**config.mk**
```make
export PLATFORM = sky130hd
export DESIGN_NAME = seg_addshift
export DESIGN_NICKNAME = d
export VERILOG_FILES = /design/src/rtl/seg_addshift_pkg.sv /design/src/rtl/seg_addshift_dly.sv /design/src/rtl/seg_addshift_stage.sv /design/src/rtl/seg_addshift.sv
export SDC_FILE = /design/constraint.sdc
export NUM_CORES = 1
export LEC_CHECK = 0
export BUFFER_PORTS_ARGS = -buffer_cell sky130_fd_sc_hd__buf_2
export CORE_UTILIZATION = 57
export CTS_CLUSTER_DIAMETER = 200
export DETAILED_ROUTE_END_ITERATION = 10
export GPL_TIMING_DRIVEN = 0
export PLACE_DENSITY = 0.79
export SLEW_MARGIN = 20
export SYNTH_ARGS = -nofsm -noshare
export SYNTH_HDL_FRONTEND = slang
export SYNTH_SLANG_ARGS = --single-unit
```
**constraint.sdc**
```tcl
create_clock -name clk_i -period 6.2 [get_ports clk_i]
set_clock_uncertainty 0.15 [all_clocks]
set_input_delay 0.93 -clock clk_i [delete_from_list [all_inputs] [get_ports clk_i]]
set_output_delay 0.93 -clock clk_i [all_outputs]
set_load 0.005 [all_outputs]
```
**src/rtl/seg_addshift_pkg.sv**
```systemverilog
package seg_addshift_pkg;
  typedef enum logic [1:0] {
    CMD_PASS  = 2'b00,
    CMD_ADD   = 2'b01,
    CMD_SUB   = 2'b10,
    CMD_PASS2 = 2'b11
  } cmd_e;

  // 11 behaves as shift-by-two
  function automatic logic [1:0] shift_amt(logic [1:0] code);
    return code[1] ? 2'd2 : (code[0] ? 2'd1 : 2'd0);
  endfunction
endpackage

```
**src/rtl/seg_addshift_dly.sv**
```systemverilog
module seg_addshift_dly #(
  parameter int WIDTH = 1,
  parameter int DEPTH = 1
) (
  input  logic             clk_i,
  input  logic             rst_ni,
  input  logic [WIDTH-1:0] d_i,
  output logic [WIDTH-1:0] q_o
);
  logic [WIDTH-1:0] tap_q [DEPTH];

  always_ff @(posedge clk_i or negedge rst_ni) begin
    if (!rst_ni) begin
      for (int k = 0; k < DEPTH; k++) tap_q[k] <= '0;
    end else begin
      tap_q[0] <= d_i;
      for (int k = 1; k < DEPTH; k++) tap_q[k] <= tap_q[k-1];
    end
  end

  assign q_o = tap_q[DEPTH-1];
endmodule

```
**src/rtl/seg_addshift_stage.sv**
```systemverilog
module seg_addshift_stage
  import seg_addshift_pkg::*;
#(
  parameter int SEG_W = 32,
  parameter bit FIRST = 1'b0,
  parameter bit LAST  = 1'b0
) (
  input  logic             clk_i,
  input  logic             rst_ni,
  input  logic [SEG_W-1:0] a_i,
  input  logic [SEG_W-1:0] b_i,
  input  logic [1:0]       nxt_a_i,
  input  logic [1:0]       nxt_b_i,
  input  logic [1:0]       cmd_i,
  input  logic [1:0]       shift_i,
  input  logic             cin_i,
  output logic [SEG_W-1:0] res_o,
  output logic             cout_o
);
  logic             is_add, is_sub, cin_eff, c_out;
  logic [SEG_W-1:0] bx, s_lo, res_d;
  logic [1:0]       na2, nb2, nbx2, nsum2, amt;
  logic [SEG_W+1:0] win;

  always_comb begin
    is_add  = (cmd_i == CMD_ADD);
    is_sub  = (cmd_i == CMD_SUB);
    bx      = is_sub ? ~b_i : (is_add ? b_i : '0);
    cin_eff = FIRST ? is_sub : cin_i;
    {c_out, s_lo} = {1'b0, a_i} + {1'b0, bx} + {{SEG_W{1'b0}}, cin_eff};
    // duplicate of the upper neighbour's two low sum bits; top stage uses sign extension
    nb2   = is_sub ? ~nxt_b_i : (is_add ? nxt_b_i : 2'b00);
    na2   = LAST ? {2{a_i[SEG_W-1]}} : nxt_a_i;
    nbx2  = LAST ? {2{bx[SEG_W-1]}}  : nb2;
    nsum2 = na2 + nbx2 + {1'b0, c_out};
    win   = {nsum2, s_lo};
    amt   = shift_amt(shift_i);
    case (amt)
      2'd1:    res_d = win[SEG_W:1];
      2'd2:    res_d = win[SEG_W+1:2];
      default: res_d = s_lo;
    endcase
  end

  always_ff @(posedge clk_i or negedge rst_ni) begin
    if (!rst_ni) begin
      res_o  <= '0;
      cout_o <= 1'b0;
    end else begin
      res_o  <= res_d;
      cout_o <= c_out;
    end
  end

  AST_PASS_HOLD: assert property (@(posedge clk_i) disable iff (!rst_ni)
    (!is_add && !is_sub && amt == 2'd0 && !cin_eff) |=> (res_o == $past(a_i) && !cout_o))
    else $error("pass without shift altered slice");

  if (!FIRST) begin : g_mid
    AST_PASS_NO_CARRY: assert property (@(posedge clk_i) disable iff (!rst_ni)
      (!is_add && !is_sub) |-> !cin_i)
      else $error("carry arrived for a pass operation");
  end

  if (FIRST) begin : g_first
    AST_SUB_SELF_ZERO: assert property (@(posedge clk_i) disable iff (!rst_ni)
      (is_sub && a_i == b_i && amt == 2'd0) |=> (res_o == '0 && cout_o))
      else $error("x - x not zero with carry");
  end

  if (LAST) begin : g_top
    AST_SIGN_KEEP: assert property (@(posedge clk_i) disable iff (!rst_ni)
      (!is_add && !is_sub) |=> (res_o[SEG_W-1] == $past(a_i[SEG_W-1])))
      else $error("sign lost on pass");
  end
endmodule

```
**src/rtl/seg_addshift.sv**
```systemverilog
module seg_addshift #(
  parameter int W     = 128,
  parameter int SEG_W = 32
) (
  input  logic         clk_i,
  input  logic         rst_ni,
  input  logic         valid_i,
  input  logic [1:0]   cmd_i,
  input  logic [1:0]   shift_i,
  input  logic [W-1:0] a_i,
  input  logic [W-1:0] b_i,
  output logic         valid_o,
  output logic [W-1:0] res_o,
  output logic         lsb_valid_o,
  output logic [1:0]   lsb_o
);
  localparam int S    = W / SEG_W;
  localparam int IN_W = 2 * SEG_W + 8;

  logic [S-1:0] carry;

  for (genvar i = 0; i < S; i++) begin : g_seg
    localparam int LO = i * SEG_W;
    logic [3:0]       nx_pk;
    logic [IN_W-1:0]  in_pk, in_sk;
    logic [SEG_W-1:0] a_sk, b_sk, r_st, r_al;
    logic [1:0]       na_sk, nb_sk, cmd_sk, sh_sk;

    if (i < S - 1) begin : g_nx
      assign nx_pk = {a_i[LO+SEG_W +: 2], b_i[LO+SEG_W +: 2]};
    end else begin : g_nx_top
      assign nx_pk = 4'b0;
    end

    assign in_pk = {nx_pk, cmd_i, shift_i, a_i[LO +: SEG_W], b_i[LO +: SEG_W]};

    if (i == 0) begin : g_in0
      assign in_sk = in_pk;
    end else begin : g_in
      seg_addshift_dly #(.WIDTH(IN_W), .DEPTH(i)) u_in_dly (
        .clk_i(clk_i), .rst_ni(rst_ni), .d_i(in_pk), .q_o(in_sk));
    end

    assign {na_sk, nb_sk, cmd_sk, sh_sk, a_sk, b_sk} = in_sk;

    seg_addshift_stage #(
      .SEG_W(SEG_W), .FIRST(i == 0), .LAST(i == S - 1)
    ) u_stage (
      .clk_i   (clk_i),
      .rst_ni  (rst_ni),
      .a_i     (a_sk),
      .b_i     (b_sk),
      .nxt_a_i (na_sk),
      .nxt_b_i (nb_sk),
      .cmd_i   (cmd_sk),
      .shift_i (sh_sk),
      .cin_i   (carry[(i + S - 1) % S]), // ignored by the first stage
      .res_o   (r_st),
      .cout_o  (carry[i])
    );

    if (i == S - 1) begin : g_out_top
      assign r_al = r_st;
    end else begin : g_out
      seg_addshift_dly #(.WIDTH(SEG_W), .DEPTH(S - 1 - i)) u_out_dly (
        .clk_i(clk_i), .rst_ni(rst_ni), .d_i(r_st), .q_o(r_al));
    end

    assign res_o[LO +: SEG_W] = r_al;

    if (i == 0) begin : g_lsb
      assign lsb_o = r_st[1:0];
    end
  end

  seg_addshift_dly #(.WIDTH(1), .DEPTH(S)) u_vld_dly (
    .clk_i(clk_i), .rst_ni(rst_ni), .d_i(valid_i), .q_o(valid_o));

  seg_addshift_dly #(.WIDTH(1), .DEPTH(1)) u_lsb_vld_dly (
    .clk_i(clk_i), .rst_ni(rst_ni), .d_i(valid_i), .q_o(lsb_valid_o));
endmodule

```
==> results.toml, run 1 <==
[outcome]
status = "complete, no violations"

[finish]
finalInstanceArea_um2 = 34100
drive_gt1_share_pct = 20.2
syn2layout_area_growth_pct = 18.2
n_fill_cell = 3627
final_cells = 3609
nets = 3280

[timing]
finalCriticalPeriod_ns = 5.71
finalSetupViolations = 0
rsz0062_at_grt = "false"
whs_ns = 0.149
final_max_slew_viol_count = 0
max_freq_ghz = 0.175
maxSlewHeadroom_pct = 43.9
worstMarginPinSlew_ns = 0.841
hold_violations = 0
period_share_pct = 92.1

[min_path]
hold_class = "input port to async pin"

[synthesis]
synth_nets = 2806
ys_warn_count = 0
yosysSeqAreaShare_pct = 62.7
synth_simple_gate_area_share_pct = 7.62
synthXorXnorAreaFrac_pct = 3.46
synth_compound_area_share_pct = 13.9
synthesis.area_um2 = 28900
ys_seq_elements = 723
synthCells = 2407
synth_fa_ha_area_share_pct = 6.21
synth_top_family_by_area = "compound AO/OA/AOI/OAI gates"
ys.flop_type = "dfrtp_1"
async_flop_share_pct = 100
avgSynthCellArea_um2 = 12.0
synth_mux_area_share_pct = 2.87
yosysUniqueCellTypes = 69
synth_edf_count = 0

[critical_path]
crit_path_end_kind = "flip-flop"
regToRegEndpoint = "g_seg[2].u_stage.res_o[31]$_DFF_PN0_"
criticalPathCategory = "flip-flop to flip-flop"
crit_fanout = 10
rr_worst_depth = 20
cp_common_cell = "fa_1"
cp_slowest_cell = "fa_1"
r2r_slack_ns = 0.49
cp.required_ns = 6.52
crit_chain = "nor2b_1 -> clkbuf_1 -> clkbuf_1 -> nand2_1 -> o21ai_0 -> fa_1 -> fa_1 -> a211oi_2 -> o21ai_1 -> a311oi_2 -> o21a_1 -> o221ai_1 -> o41a_1 -> a211o_1 -> nand3_1 -> nand2_1 -> fa_1 -> a21oi_1 -> o21a_1 -> a21oi_1"
r2r_start = "g_seg[2].g_in.u_in_dly.q_o[66]$_DFF_PN0_"
slowest_delay_ns = 0.56
arrival_ns = 6.03
cp-start-kind = "flip-flop"

[clock_tree]
postCtsHoldBufs = 0
htreeDepth = 3
clk_pin_slew_ns = 0.06
cts_resized = 0
clk_latency_ns = 0.61
cts_sinks = 723
cts-root-buf = "clkbuf_16"
clk_path_buf_depth = 3
cts_buffers = 71
postCtsSetupRepairBufs = 0
tritoncts = "yes"

[power]
irDropWorstVdd_uv = 242
power_density_nw_per_um2 = 339
p_leak_uw = 0.0164
finalPower_uw = 11600

[die]
initial_core_util_pct = 57.6
die-area_um2 = 51500
io_pins = 395
fp-row-count = 82
die_h_um = 227
dieWidth_um = 227
core-area_um2 = 50100

[grt]
grt_pass1_wl_um = 109000
grt_overflow_total = 0
grt_use_total_pct = 27.8
antenna_found_initial = 15
grt_pass1_vias = 20300
grt_max_degree = 111

[routing]
drtIter0Drc = 1515
first_pass_iters = 5
drc_errors = 0
drt-total-wl_um = 70200
vias = 20000
antenna_left = 0
viasPerCell = 5.55
wl_per_cell_um = 19.5

[placement]
dp.cells = 3480
io_buffers = 394
gp_congestion = 0.938
detailed_place_hpwl_um = 51500
dpl_cell_area_um2 = 31900

[job]
maxCapViolations = 0
synth_stat cells, drive strengths merged (6+ instances only):
| cell type | instances | area (µm²) |
|---|---|---|
| dfrtp | 723 | 18100 |
| nand2 | 285 | 1070 |
| o21ai | 284 | 1420 |
| a21oi | 143 | 719 |
| ha | 124 | 1550 |
| nor2 | 85 | 319 |
| buf | 77 | 537 |
| mux2i | 76 | 761 |
| xnor2 | 74 | 648 |
| clkbuf | 70 | 263 |
| a21o | 68 | 510 |
| xor2 | 40 | 350 |
| inv | 38 | 143 |
| o21bai | 25 | 188 |
| a211oi | 24 | 185 |
| o21a | 21 | 158 |
| nand3 | 20 | 100 |
| a31oi | 18 | 113 |
| nor3 | 17 | 85.1 |
| and3 | 16 | 100 |
| and2 | 14 | 87.6 |
| nor2b | 13 | 81.3 |
| fa | 12 | 240 |
| nand2b | 12 | 75.1 |
| nand4 | 11 | 68.8 |
| o211ai | 11 | 82.6 |
| a22oi | 8 | 60.1 |
| a21boi | 7 | 56.3 |
| and4 | 7 | 61.3 |
| o31ai | 7 | 52.6 |
| or3 | 7 | 43.8 |
| mux2 | 6 | 67.6 |
| or2 | 6 | 37.5 |
routing by layer:
metal / part of all wire, % / GRT usage [%]
met5: 0.18 / 0
met4: 3.5 / 10.2
met3: 6.4 / 5.92
met2: 48 / 45.5
met1: 42 / 36.8
flip-flops by register name, summed over array words and instances (netlist names):
signal                       cells
g_seg.g_in.u_in_dly.tap_q      193
g_seg.g_in.u_in_dly.q_o        203
g_seg.u_stage.res_o            128
u_vld_dly.q_o                    1
g_seg.g_out.u_out_dly.tap_q     96
u_vld_dly.tap_q                  3
g_seg.u_stage.cout_o             3
g_seg.g_out.u_out_dly.q_o       96
worst max path at each step:
| stage | startpoint | endpoint | slack [ns] |
|---|---|---|---|
| floorplan | cmd_i[0] | g_seg[0].u_stage.res_o[31]$_DFF_PN0_ | 1.20 |
| global placement | rst_ni | g_seg[0].u_stage.res_o[0]$_DFF_PN0_ | -9.66 |
| detailed placement | cmd_i[0] | g_seg[0].u_stage.res_o[31]$_DFF_PN0_ | 0.04 |
| CTS | g_seg[2].g_in.u_in_dly.q_o[66]$_DFF_PN0_ | g_seg[2].u_stage.res_o[31]$_DFF_PN0_ | 0.43 |
| global route | g_seg[2].g_in.u_in_dly.q_o[66]$_DFF_PN0_ | g_seg[2].u_stage.res_o[31]$_DFF_PN0_ | 0.12 |
| finish | g_seg[2].g_in.u_in_dly.q_o[66]$_DFF_PN0_ | g_seg[2].u_stage.res_o[31]$_DFF_PN0_ | 0.49 |
cells by family after synthesis:
family,count (synthesis)
mux,82
buf+inv,186
compound gates,664
fa+ha+maj,136
flops,723
xor+xnor,114
simple gates,502
where the power goes:
group	leakage, µW	total [µW]	internal, µW	switching, µW
clock	0.00110	4140	2380	1760
combinational	0.00680	1940	813	1120
sequential	0.00849	5500	5290	206
cells in the final DEF, fill, tap and decap left out, drive strengths merged, types with 20 or more instances in the layout:
cell type,netlist,final
nand2,285,285
mux2i,76,76
dfrtp,723,723
xor2,40,40
inv,38,43
nand3,20,20
clkbuf,70,173
a211oi,24,24
ha,124,124
buf,77,478
nor2,85,85
a21o,68,68
o21a,21,21
a21oi,143,143
o21bai,25,25
o21ai,284,284
xnor2,74,74
metrics by stage:
step	setup slack, ns	TNS [ns]	util [%]
5_1_grt	0.124	0	68.1
6_report	0.489	0	68.1
4_1_cts	0.428	0	68.1
2_1_floorplan	1.20	0	-
3_5_place_dp	0.0354	0	63.7
3_3_place_gp	-9.66	-6880.03	63.3
worst max-delay path: cells and delay by family, from the launching register on:
kind            cells  cell delay, ns
compound gates     11            2.42
fa+ha+maj           3            1.52
buf+inv             2            0.54
flops               1            0.42
simple gates        4            0.52
cell type report:
type                            count  area (µm²)  area share, %
Clock inverter                     22         193          0.565
Timing Repair Buffer              401        2170           6.37
Inverter                           39         146          0.429
Tap cell                          672         841           2.46
Clock buffer                      103        2040           5.99
Multi-Input combinational cell   1498        9820           28.8
Buffer                            147         800           2.34
Antenna cell                        4        10.0         0.0293
Sequential cell                   723       18100           53.0
Note: power is estimated with default switching activity, not from simulation.
==> run 2, diff against run 1 <==
--- a/config.mk
+++ b/config.mk
@@ -6,11 +6,13 @@
 export NUM_CORES = 1
 export LEC_CHECK = 0
 export BUFFER_PORTS_ARGS = -buffer_cell sky130_fd_sc_hd__buf_2
-export CORE_UTILIZATION = 57
+export CORE_UTILIZATION = 60
+export CTS_BUF_LIST = sky130_fd_sc_hd__clkbuf_8
 export CTS_CLUSTER_DIAMETER = 200
 export DETAILED_ROUTE_END_ITERATION = 10
 export GPL_TIMING_DRIVEN = 0
-export PLACE_DENSITY = 0.79
+export MAX_ROUTING_LAYER = met4
+export PLACE_DENSITY = 0.83
 export SLEW_MARGIN = 20
 export SYNTH_ARGS = -nofsm -noshare
 export SYNTH_HDL_FRONTEND = slang
==> run 2 against run 1 <==
Combinational power barely moved. Non-clock buffer count did not move. Sequential share of layout area rose by 0.37 points. Setup slack improved by 0.058 ns. Clock power fell by 11%. Hold slack got worse by 0.11 ns. Critical path type unchanged. Largest cell class unchanged.
==> results.toml, run 2 (synthesized netlist as in run 1, its figures left out) <==
[outcome]
status = "complete, no violations"

[routing]
drtIter0Drc = 1222
first_pass_iters = 5
antenna_left = 0
viasPerCell = 5.49
wl_per_cell_um = 18.8
drt-total-wl_um = 67900
vias = 19800
drc_errors = 0

[power]
p_int_uw = 8080
p_leak_uw = 0.0165
switching_share_pct = 27.0
combPwrFrac_pct = 17.3
irDropWorstVdd_uv = 250
seq_power_share_pct = 49.6
pwr-share-clk_pct = 33.1
power_switching_uw = 2990
power_density_nw_per_um2 = 327

[clock_tree]
cts-root-buf = "clkbuf_8"
tritoncts = "yes"
clk_path_buf_depth = 3
cts_buffers = 106
cts_resized = 0
htreeDepth = 3
postCtsSetupRepairBufs = 0
cts_sinks = 723
clk_pin_slew_ns = 0.06
clk_latency_ns = 0.69
postCtsHoldBufs = 0

[placement]
gp_congestion = 0.902
io_buffers = 394
dpl_cell_area_um2 = 31800
dp.cells = 3415
detailed_place_hpwl_um = 51100

[finish]
layout_commonest_cell = "dfrtp_1"
largest_reg_flops = 203
finalInstanceArea_um2 = 33900
most-common-layout-cells = "dfrtp_1, buf_2, nand2_1, o21ai_0, a21oi_1"
drive_gt1_share_pct = 21.2
nets = 3315
syn2layout_area_growth_pct = 17.4
final_cells = 3605

[die]
io_pins = 395
fp-row-count = 79
core-area_um2 = 47000
die-area_um2 = 49000
die_h_um = 221
dieWidth_um = 221
initial_core_util_pct = 61.5

[timing]
max_freq_ghz = 0.177
finalCriticalPeriod_ns = 5.65
finalSetupViolations = 0
maxSlewHeadroom_pct = 43.4
final_max_slew_viol_count = 0
rsz0062_at_grt = "false"
period_share_pct = 91.2
worstMarginPinSlew_ns = 0.849
hold_violations = 0

[critical_path]
crit_fanout = 10
cp.required_ns = 6.58
crit_path_end_kind = "flip-flop"
criticalPathCategory = "flip-flop to flip-flop"
arrival_ns = 6.04
cp-start-kind = "flip-flop"

[min_path]
hold_class = "input port to async pin"

[grt]
grt_max_degree = 113
antenna_found_initial = 14
grt_overflow_total = 0
grt_use_met2_pct = 44.8
grt_pass1_vias = 20100
met1_usage_pct = 38.4
grt_use_total_pct = 29.2
busiest_layer = "met2"
use_met3_pct = 6.56
grt_pass1_wl_um = 108000

[job]
maxCapViolations = 0
## run 2: per-layer routing
metal	vias to the layer above	share of wire [%]
li1	9342	-
met5	-	0
met1	9646	43
met4	0	3.3
met3	138	6.7
met2	682	47
## run 2: power by group through the flow
stage / logic (µW) / registers [µW] / clock network [µW]
5_1_grt: 2110 / 5540 / 3970
4_1_cts: 1910 / 5500 / 3750
3_5_place_dp: 1890 / 5580 / 0
3_3_place_gp: 1830 / 5550 / 0
6_report: 1920 / 5490 / 3670
2_1_floorplan: 1140 / 5510 / 0
## run 2: layout make-up
type                    instances  area [µm²]
flip-flops and latches        723       18100
fillers                      3135       13100
plain buffers                 147         800
repair buffers                401        2170
inverters                      39         146
well taps                     607         759
multi-input cells            1498        9820
diodes                         11        27.5
clock buffers                 128        1760
clock inverters                51         298
## run 2: final timing paths
check / startpoint / to / depth (start not counted) / slack (ns)
max in group asynchronous: rst_ni / g_seg[0].g_out.u_out_dly.tap_q[65]$_DFF_PN0_ / 3 / 4.54
min reg2reg: g_seg[2].g_in.u_in_dly.tap_q[75]$_DFF_PN0_ / g_seg[2].g_in.u_in_dly.q_o[3]$_DFF_PN0_ / 0 / 0.18
max reg2reg: g_seg[2].g_in.u_in_dly.q_o[66]$_DFF_PN0_ / g_seg[2].u_stage.res_o[31]$_DFF_PN0_ / 20 / 0.55
min: rst_ni / g_seg[3].g_in.u_in_dly.q_o[46]$_DFF_PN0_ / 1 / 0.04
min in group clk_i: g_seg[2].g_in.u_in_dly.tap_q[75]$_DFF_PN0_ / g_seg[2].g_in.u_in_dly.q_o[3]$_DFF_PN0_ / 0 / 0.18
max: g_seg[2].g_in.u_in_dly.q_o[66]$_DFF_PN0_ / g_seg[2].u_stage.res_o[31]$_DFF_PN0_ / 20 / 0.55
## run 2: metrics by stage
stage | TNS [ns] | power (µW) | util, % | hold WS (ns) | setup WS (ns)
floorplan | 0 | 6650 | - | 0.181 | 1.20
global placement | -6920.05 | 7390 | 67.3 | 0.182 | -9.69
detailed placement | 0 | 7470 | 67.7 | 0.185 | 0.203
CTS | 0 | 11200 | 72.1 | 0.00662 | 0.499
global route | 0 | 11600 | 72.2 | 0.0370 | 0.168
finish | 0 | 11100 | 72.2 | 0.0390 | 0.547
## run 2: worst max-delay path: stages, from the launching register on
cell and delay (ns):
dfrtp_1 0.39, nor2b_1 0.13, clkbuf_1 0.22, clkbuf_1 0.31, nand2_1 0.13, o21ai_0 0.11, fa_1 0.46, fa_1 0.51
a211oi_2 0.26, o21ai_1 0.19, a311oi_2 0.35, o21a_1 0.25, o221ai_1 0.21, o41a_1 0.38, a211o_1 0.30, nand3_1 0.09
nand2_1 0.16, fa_1 0.45, xnor2_1 0.15, xnor2_1 0.23, a21oi_1 0.10
==> run 3, diff against run 2 <==
--- a/config.mk
+++ b/config.mk
@@ -9,6 +9,7 @@
 export CORE_UTILIZATION = 60
 export CTS_BUF_LIST = sky130_fd_sc_hd__clkbuf_8
 export CTS_CLUSTER_DIAMETER = 200
+export CTS_CLUSTER_SIZE = 30
 export DETAILED_ROUTE_END_ITERATION = 10
 export GPL_TIMING_DRIVEN = 0
 export MAX_ROUTING_LAYER = met4
==> constraint.sdc (replaced) <==
create_clock -name clk_i -period 6.2 [get_ports clk_i]
set_clock_uncertainty 0.15 [all_clocks]
set_input_delay 1.24 -clock clk_i [delete_from_list [all_inputs] [get_ports clk_i]]
set_output_delay 1.24 -clock clk_i [all_outputs]
set_load 0.005 [all_outputs]
==> run 3 against run 2 <==
First-iteration DRC count increased by 16%. Core utilization decreased by 3.5 points. Critical endpoint is now g_seg[0].u_stage.res_o[31]$_DFF_PN0_. Clock power decreased by 54%. Setup slack got worse by 0.083 ns.
==> results.toml, run 3 (synthesized netlist as in run 1, its figures left out) <==
[power]
power_density_nw_per_um2 = 281
pwr-share-clk_pct = 18.6
combPwrFrac_pct = 21.0
switching_share_pct = 28.1
p_leak_uw = 0.0155
seq_power_share_pct = 60.3
p_int_uw = 6530
power_switching_uw = 2550
irDropWorstVdd_uv = 252

[die]
io_pins = 395
dieWidth_um = 221
initial_core_util_pct = 61.5
die_h_um = 221
die-area_um2 = 49000
fp-row-count = 79
core-area_um2 = 47000

[clock_tree]
cts-root-buf = "clkbuf_8"
cts_resized = 0
postCtsHoldBufs = 0
clk_latency_ns = 0.71
postCtsSetupRepairBufs = 0
clk_path_buf_depth = 3
clk_pin_slew_ns = 0.19
cts_buffers = 28
cts_sinks = 723
tritoncts = "yes"
htreeDepth = 1

[placement]
gp_congestion = 0.902
detailed_place_hpwl_um = 51100
dpl_worst_slack_ns = -0.107
io_buffers = 394

[critical_path]
cp_common_cell = "o21ai_0"
cp-start-kind = "input port"
r2r_slack_ns = 0.57
slowest_delay_ns = 0.51
crit_fanout = 10
worst-path-buf-inv = 3
cp.required_ns = 6.66
crit_end = "g_seg[0].u_stage.res_o[31]$_DFF_PN0_"
crit_family = "compound AO/OA/AOI/OAI gates"
crit_path_end_kind = "flip-flop"
r2r_start = "g_seg[2].g_in.u_in_dly.q_o[67]$_DFF_PN0_"
rr_worst_depth = 18
arrival_ns = 6.20
cp_slowest_cell = "fa_1"
criticalPathCategory = "input port to flip-flop"
crit_chain = "buf_2 -> nor2b_1 -> clkbuf_1 -> clkbuf_1 -> nand2_1 -> o21ai_0 -> fa_1 -> fa_1 -> a211oi_1 -> o21ai_0 -> a21oi_1 -> o41a_1 -> o211ai_1 -> nand4b_1 -> a31oi_1 -> and2_1 -> o21ai_0 -> nand2b_1 -> fa_1 -> xor2_1 -> xnor2_1 -> nand2_1 -> o21ai_0"
regToRegEndpoint = "g_seg[2].u_stage.res_o[31]$_DFF_PN0_"
startpoint = "cmd_i[0]"
critical_path_cell_count = 23

[routing]
antenna_left = 0
met3RoutedLength_um = 3580
wl_per_cell_um = 19.0
met2_length_um = 30700
viasPerCell = 5.55
drtIter0Drc = 1421
first_pass_iters = 5
drc_errors = 0
wl_met1_um = 29300
top_layer = "met4"
vias = 19200
drt-total-wl_um = 65500

[finish]
nets = 3237
drive_gt1_share_pct = 18.3
layout_commonest_cell = "dfrtp_1"
n_fill_cell = 3341
syn2layout_area_growth_pct = 11.7
largest_reg_flops = 203
most-common-layout-cells = "dfrtp_1, buf_2, nand2_1, o21ai_0, a21oi_1"

[timing]
setup_ws_ns = 0.464
finalSetupTns_ns = 0
finalCriticalPeriod_ns = 5.74
finalSetupViolations = 0
max_freq_ghz = 0.174
rsz0062_at_grt = "false"
hold_violations = 0
period_share_pct = 92.5
final_max_slew_viol_count = 0
worstMarginPinSlew_ns = 0.866
maxSlewHeadroom_pct = 42.3

[grt]
antenna_found_initial = 11
grt_overflow_total = 0
grt_pass1_vias = 19100
grt_pass1_wl_um = 104000
grt_use_total_pct = 27.8
grt_max_degree = 113

[outcome]
status = "complete, no violations"

[min_path]
hold_class = "flip-flop to flip-flop"

[job]
maxCapViolations = 0
run 3: per-stage QoR:
step / hold WS (ns) / util [%] / instance area (µm²) / total power [µW] / cells
6_report: 0.170 / 68.7 / 32200 / 9080 / 3454
4_1_cts: 0.169 / 68.6 / 32200 / 9140 / 3445
5_1_grt: 0.177 / 68.7 / 32200 / 9530 / 3454
3_5_place_dp: 0.185 / 67.7 / 31800 / 7470 / 3415
2_1_floorplan: 0.181 / - / 28900 / 6650 / 2407
3_3_place_gp: 0.182 / 67.3 / 31600 / 7390 / 3408
run 3: power by group through the flow:
stage / Clock [µW] / Combinational (µW) / Sequential [µW]
floorplan: 0 / 1140 / 5510
global placement: 0 / 1830 / 5550
detailed placement: 0 / 1890 / 5580
CTS: 1750 / 1900 / 5490
global route: 1900 / 2100 / 5530
finish: 1690 / 1910 / 5480
run 3: layout make-up:
| type | count | area, µm² | area share, % |
|---|---|---|---|
| flip-flops and latches | 723 | 18100 | 56.1 |
| multi-input cells | 1498 | 9820 | 30.5 |
| repair buffers | 401 | 2170 | 6.74 |
| plain buffers | 147 | 800 | 2.48 |
| well taps | 607 | 759 | 2.36 |
| clock buffers | 29 | 399 | 1.24 |
| inverters | 39 | 146 | 0.454 |
| clock inverters | 1 | 30.0 | 0.0931 |
| diodes | 9 | 22.5 | 0.0699 |
run 3: worst min-delay path by stage:
stage                                                       startpoint                                      endpoint  slack [ns]  depth (start not counted)
after floorplan           g_seg[0].g_out.u_out_dly.tap_q[32]$_DFF_PN0_     g_seg[0].g_out.u_out_dly.q_o[0]$_DFF_PN0_        0.18                          0
after global placement             g_seg[0].u_stage.res_o[8]$_DFF_PN0_  g_seg[0].g_out.u_out_dly.tap_q[72]$_DFF_PN0_        0.18                          0
after detailed placement  g_seg[0].g_out.u_out_dly.tap_q[37]$_DFF_PN0_     g_seg[0].g_out.u_out_dly.q_o[5]$_DFF_PN0_        0.18                          0
after CTS                   g_seg[2].g_in.u_in_dly.tap_q[75]$_DFF_PN0_       g_seg[2].g_in.u_in_dly.q_o[3]$_DFF_PN0_        0.17                          0
after global routing        g_seg[2].g_in.u_in_dly.tap_q[75]$_DFF_PN0_       g_seg[2].g_in.u_in_dly.q_o[3]$_DFF_PN0_        0.18                          0
final                       g_seg[2].g_in.u_in_dly.tap_q[75]$_DFF_PN0_       g_seg[2].g_in.u_in_dly.q_o[3]$_DFF_PN0_        0.17                          0
run 3: per-layer routing:
metal,track usage [%],vias up
met1,38.8,9397
li1,-,9094
met3,3.69,97
met2,43.5,575
met4,6.97,0
met5,-,-
run 3: worst register-to-register path, delay by kind of cell (launching register included):
kind / cells / cell delay [ns]
compound gates: 9 / 2.22
xor+xnor: 2 / 0.38
fa+ha+maj: 3 / 1.41
buf+inv: 1 / 0.40
flops: 1 / 0.42
simple gates: 3 / 0.54
